## config.mk

```make
export PLATFORM = sky130hd
export DESIGN_NAME = lcd_contrast_pwm
export DESIGN_NICKNAME = d
export VERILOG_FILES = /design/src/rtl/lcd_contrast_pwm_pkg.sv /design/src/rtl/pwm_event_select.sv /design/src/rtl/pwm_period_counter.sv /design/src/rtl/pwm_width_compare.sv /design/src/rtl/lcd_contrast_pwm.sv
export SDC_FILE = /design/constraint.sdc
export NUM_CORES = 1
export LEC_CHECK = 0
export ABC_CLOCK_PERIOD_IN_PS = 4900
export BUFFER_PORTS_ARGS = -buffer_cell sky130_fd_sc_hd__buf_2
export CAP_MARGIN = 10
export CORE_AREA = 2 2 49 51
export CTS_CLUSTER_SIZE = 8
export DETAILED_ROUTE_END_ITERATION = 12
export DIE_AREA = 0 0 51 53
export GPL_ROUTABILITY_DRIVEN = 1
export SYNTH_ARGS = -nofsm -noshare
export SYNTH_HDL_FRONTEND = slang
export SYNTH_SLANG_ARGS = --single-unit
```

## constraint.sdc

```tcl
create_clock -name clk -period 4.9 [get_ports clk]
set_clock_uncertainty 0.2 [all_clocks]
set_input_delay 0.98 -clock clk [delete_from_list [all_inputs] [get_ports clk]]
set_output_delay 0.98 -clock clk [all_outputs]
set_load 0.01 [all_outputs]
```

## src/rtl/lcd_contrast_pwm_pkg.sv

```systemverilog
package lcd_contrast_pwm_pkg;
  localparam int CNT_W = 8;

  typedef enum logic [1:0] {
    SRC_LINE  = 2'b00,
    SRC_PIXEL = 2'b01,
    SRC_CORE  = 2'b10,
    SRC_RSVD  = 2'b11
  } pwm_src_e;
endpackage

```

## src/rtl/pwm_event_select.sv

```systemverilog
// Chooses the count event from the selected source and decides whether
// the generator is running at all.
module pwm_event_select
  import lcd_contrast_pwm_pkg::*;
(
  input  logic       line_strobe,
  input  logic       pix_en,
  input  logic       ctl_on,
  input  logic [1:0] src_sel,
  output logic       run,
  output logic       tick
);
  pwm_src_e src;
  assign src = pwm_src_e'(src_sel);

  always_comb begin
    unique case (src)
      SRC_LINE:  tick = line_strobe;
      SRC_PIXEL: tick = pix_en;
      SRC_CORE:  tick = 1'b1;
      default:   tick = 1'b0;
    endcase
  end

  assign run = ctl_on && (src != SRC_RSVD);
endmodule

```

## src/rtl/pwm_period_counter.sv

```systemverilog
// Free-running period counter; cleared while stopped, wraps at the top.
module pwm_period_counter #(
  parameter int W = 8
) (
  input  logic         clk,
  input  logic         rst_n,
  input  logic         run,
  input  logic         tick,
  output logic [W-1:0] cnt_q,
  output logic [W-1:0] cnt_d,
  output logic         wrap
);
  localparam logic [W-1:0] TOP = {W{1'b1}};

  assign wrap = run && tick && (cnt_q == TOP);

  always_comb begin
    if (!run)      cnt_d = '0;
    else if (tick) cnt_d = cnt_q + 1'b1;
    else           cnt_d = cnt_q;
  end

  always_ff @(posedge clk) begin
    if (!rst_n) cnt_q <= '0;
    else        cnt_q <= cnt_d;
  end
endmodule

```

## src/rtl/pwm_width_compare.sv

```systemverilog
// Holds the active width and produces the registered PWM level.
module pwm_width_compare #(
  parameter int W = 8
) (
  input  logic         clk,
  input  logic         rst_n,
  input  logic         run,
  input  logic         wrap,
  input  logic [W-1:0] duty_val,
  input  logic [W-1:0] cnt_d,
  output logic [W-1:0] shadow_q,
  output logic         pwm_out
);
  logic [W-1:0] shadow_d;
  logic         level_d;

  always_comb begin
    if (!run || wrap) shadow_d = duty_val;
    else              shadow_d = shadow_q;
  end

  // Compare on next-state values so the output lines up with the counter.
  assign level_d = run && (cnt_d < shadow_d);

  always_ff @(posedge clk) begin
    if (!rst_n) begin
      shadow_q <= '0;
      pwm_out  <= 1'b0;
    end else begin
      shadow_q <= shadow_d;
      pwm_out  <= level_d;
    end
  end
endmodule

```

## src/rtl/lcd_contrast_pwm.sv

```systemverilog
module lcd_contrast_pwm
  import lcd_contrast_pwm_pkg::*;
#(
  parameter int W = CNT_W
) (
  input  logic         clk,
  input  logic         rst_n,
  input  logic         line_strobe,
  input  logic         pix_en,
  input  logic         ctl_on,
  input  logic [1:0]   src_sel,
  input  logic [W-1:0] duty_val,
  output logic         pwm_out
);
  logic         run;
  logic         tick;
  logic         wrap;
  logic [W-1:0] cnt_q;
  logic [W-1:0] cnt_d;
  logic [W-1:0] shadow_q;

  pwm_event_select u_sel (
    .line_strobe (line_strobe),
    .pix_en      (pix_en),
    .ctl_on      (ctl_on),
    .src_sel     (src_sel),
    .run         (run),
    .tick        (tick)
  );

  pwm_period_counter #(.W(W)) u_cnt (
    .clk   (clk),
    .rst_n (rst_n),
    .run   (run),
    .tick  (tick),
    .cnt_q (cnt_q),
    .cnt_d (cnt_d),
    .wrap  (wrap)
  );

  pwm_width_compare #(.W(W)) u_cmp (
    .clk      (clk),
    .rst_n    (rst_n),
    .run      (run),
    .wrap     (wrap),
    .duty_val (duty_val),
    .cnt_d    (cnt_d),
    .shadow_q (shadow_q),
    .pwm_out  (pwm_out)
  );
endmodule

```

==> results.sh <==
export IMPL_syn_instance_count=103
export IMPL_async_flop_share_pct=0
export IMPL_synth_xor_area_share_pct=6.667
export IMPL_layout_min_cycle_time_ns=3.283
export IMPL_path_max_fanout=8
export IMPL_synth_area_per_cell_um2=8.928
export IMPL_timing_hold_ws_ns=0.3044
export IMPL_fin_setup_tns_ns=0
export IMPL_grt_pass1_vias=728
export IMPL_synth_seq_cells=17
export IMPL_cts_sinks=17
export IMPL_num_rows=17
export IMPL_num_vias=752
export IMPL_synth_flop_cell="dfxtp_1"
export IMPL_min_from="u_cmp.shadow_q[6]$_SDFF_PN0_"
export IMPL_areaGrowthSynthToFinish_pct=14.56
export IMPL_clock_latency_ns=0.29
export IMPL_cts_tree="done"
export IMPL_fmax_mhz=304.6
export IMPL_ant_nets=0
export IMPL_dp_hpwl_mm=1.387
export IMPL_grt_pass1_wl_mm=3.091
export IMPL_report_final_hold_viol_count=0
export IMPL_synth_top_family_by_area="simple AND/OR/NAND/NOR gates"
export IMPL_synth_top_area_share_pct=37.01
export IMPL_place_ws_ns=1.278
export IMPL_syn_cell_area_um2=919.6
export IMPL_slew_headroom_pct=61.30
export IMPL_slew_viol_final=0
export IMPL_synth_edff_count=0
export IMPL_yosys_warnings=0
export IMPL_rsz0062_at_grt="false"
export IMPL_worst_pin_slew_ns=0.5805
export IMPL_cap_viol_max_count=0
export IMPL_place_congestion=0.8063
export IMPL_regArea_um2=340.3
export IMPL_drt_iter0_drc=8
export IMPL_powerDensity_nw_per_um2=246.2
export IMPL_postCtsSetupRepairBufs=0
export IMPL_multi_input_area_um2=564.3
export IMPL_synth_nets=126
export IMPL_min_period_over_period_pct=66.99
export IMPL_max_vdd_ir_drop_mv=0.1971
export IMPL_synth_cell_types=27
export IMPL_drive_gt1_share_pct=19.01
export IMPL_wire_per_inst_um=12.02
export IMPL_drc=0
export IMPL_h_tree_depth=1
export IMPL_cts_hold_buf=0
export IMPL_synth_area_leader_cell="dfxtp_1"
export IMPL_dr_wl_met2_um=879
export IMPL_die_h_um=53
export IMPL_via_per_inst=5.047
export IMPL_synthMuxAreaShare_pct=9.796
export IMPL_synthTopCellsByArea="dfxtp_1, ha_1, nor2_1"
export IMPL_clkSlewWorstSetupHoldPaths_ns=0.10
export IMPL_cp_end_kind="flop"
export IMPL_cts_resized=0
export IMPL_synth_simple_gate_area_share_pct=22.04
export IMPL_wl_mm=1.791
export IMPL_grt_usage_pct=16.03
export IMPL_ios=16
export IMPL_status="finished, final reports clean"
export IMPL_n_antenna_cell=0
export IMPL_cts_buffers=3
export IMPL_fillers=219
export IMPL_die_x_um=51
export IMPL_critPathKind="input pin to flop"
export IMPL_portBuffers=15
export IMPL_power_leakage_nw=0.4482
export IMPL_setup_slack_ns=1.617
export IMPL_hold_class="flop to flop"
export IMPL_wl_met3_um=64
export IMPL_grt_max_degree=13
export IMPL_grt_antenna_before_repair=0
export IMPL_place_inst=145
export IMPL_r2r_start="u_cnt.cnt_q[0]$_SDFF_PN0_"
export IMPL_setup_viol=0
export IMPL_clockRootBuffer="clkbuf_4"
export IMPL_fin_nets=145
export IMPL_grt_overflow=0
export IMPL_required_ns=4.94
export IMPL_start_util_pct=42.81
export IMPL_drt_pass1_iter_count=2
export IMPL_met1_length_um=830
export IMPL_seq_area_frac_synth_pct=37.01
export IMPL_top_layer="met4"
export IMPL_layout_cells_non_filler=149
export IMPL_core_area_um2=2148
export IMPL_crit_start="src_sel[0]"
export IMPL_cp_arrival_ns=3.32
export IMPL_cts_max_path_buffers=2
export IMPL_synth_fa_ha_area_share_pct=10.88
export IMPL_start_kind="input pin"
export IMPL_dieArea_um2=2703
export IMPL_synth_compound_area_share_pct=11.97
==> cells in the final DEF, fill, tap and decap left out, types with 2 or more instances in the layout <==
cell type,count
nor2_1,26
dfxtp_1,17
buf_2,15
mux2i_1,9
ha_1,8
xnor2_1,6
nand2_1,5
nor3_1,5
inv_1,3
o21ai_0,3
clkbuf_4,3
nand4_1,2
nand3_1,2
a211oi_1,2
==> cell type report <==
| class | count | share of cell area (%) |
|---|---|---|
| inverter | 3 | 1.069 |
| tap | 28 | 3.325 |
| clock buffer | 3 | 2.138 |
| sequential | 17 | 32.30 |
| multi-input combinational | 82 | 53.56 |
| clock inverter | 1 | 0.4751 |
| timing repair buffer | 15 | 7.126 |
==> registers in the layout, indices dropped and copies added (netlist names) <==
name and flops:
u_cmp.pwm_out 1, u_cmp.shadow_q 8, u_cnt.cnt_q 8
==> cells in the mapped netlist (2+ instances only) <==
| master | instances |
|---|---|
| nand4_1 | 2 |
| xnor2_1 | 6 |
| inv_1 | 3 |
| dfxtp_1 | 17 |
| nor2_1 | 26 |
| nand3_1 | 2 |
| nand2_1 | 5 |
| o21ai_0 | 3 |
| mux2i_1 | 9 |
| ha_1 | 8 |
| nor3_1 | 5 |
| a211oi_1 | 2 |
==> worst paths after layout <==
check / endpoint / slack (ns) / depth (start not counted)
worst max register to register: u_cmp.pwm_out$_SDFF_PN0_ / 2.06 / 10
worst min-delay path: u_cmp.shadow_q[6]$_SDFF_PN0_ / 0.30 / 2
worst min register to register: u_cmp.shadow_q[6]$_SDFF_PN0_ / 0.30 / 2
worst max-delay path: u_cmp.pwm_out$_SDFF_PN0_ / 1.62 / 11
==> kinds of logic (layout without fill, tap and decap cells) <==
logic type | after synthesis | after routing
muxes | 9 | 9
AOI/OAI and AO/OA | 13 | 13
and+or+nand+nor | 45 | 45
DFF | 17 | 17
adders and majority gates | 8 | 8
xor gates and xnor gates | 7 | 7
buffers and inverters | 4 | 22
==> metal layers <==
layer	global-route usage [%]	vias to the layer above
li1	-	393
met1	19.17	344
met2	26.41	13
met3	2.542	2
met4	10.81	0
met5	0	-
==> critical path: stages <==
cell      delay, ns
buf_2          0.12
o21ba_2        0.29
o21ai_4        0.10
o31ai_4        0.49
mux2i_1        0.31
ha_1           0.28
a211oi_1       0.23
nor2_1         0.07
nor3_1         0.22
nand3_1        0.10
o21ai_1        0.12
==> through the flow <==
stage	power (mW)	util [%]	instance area [µm²]
2_1_floorplan	0.1732	-	919.6
3_3_place_gp	0.1851	47.76	1026
3_5_place_dp	0.1862	47.76	1026
4_1_cts	0.2633	49.04	1054
5_1_grt	0.2769	49.04	1054
6_report	0.2593	49.04	1054
==> where the power goes <==
| part | internal (mW) | switching, mW |
|---|---|---|
| registers | 0.144 | 0.00196 |
| logic | 0.0166 | 0.0203 |
| clock network | 0.0304 | 0.0464 |
| total | 0.191 | 0.0687 |
No activity file was read; power rests on OpenSTA's default activity.
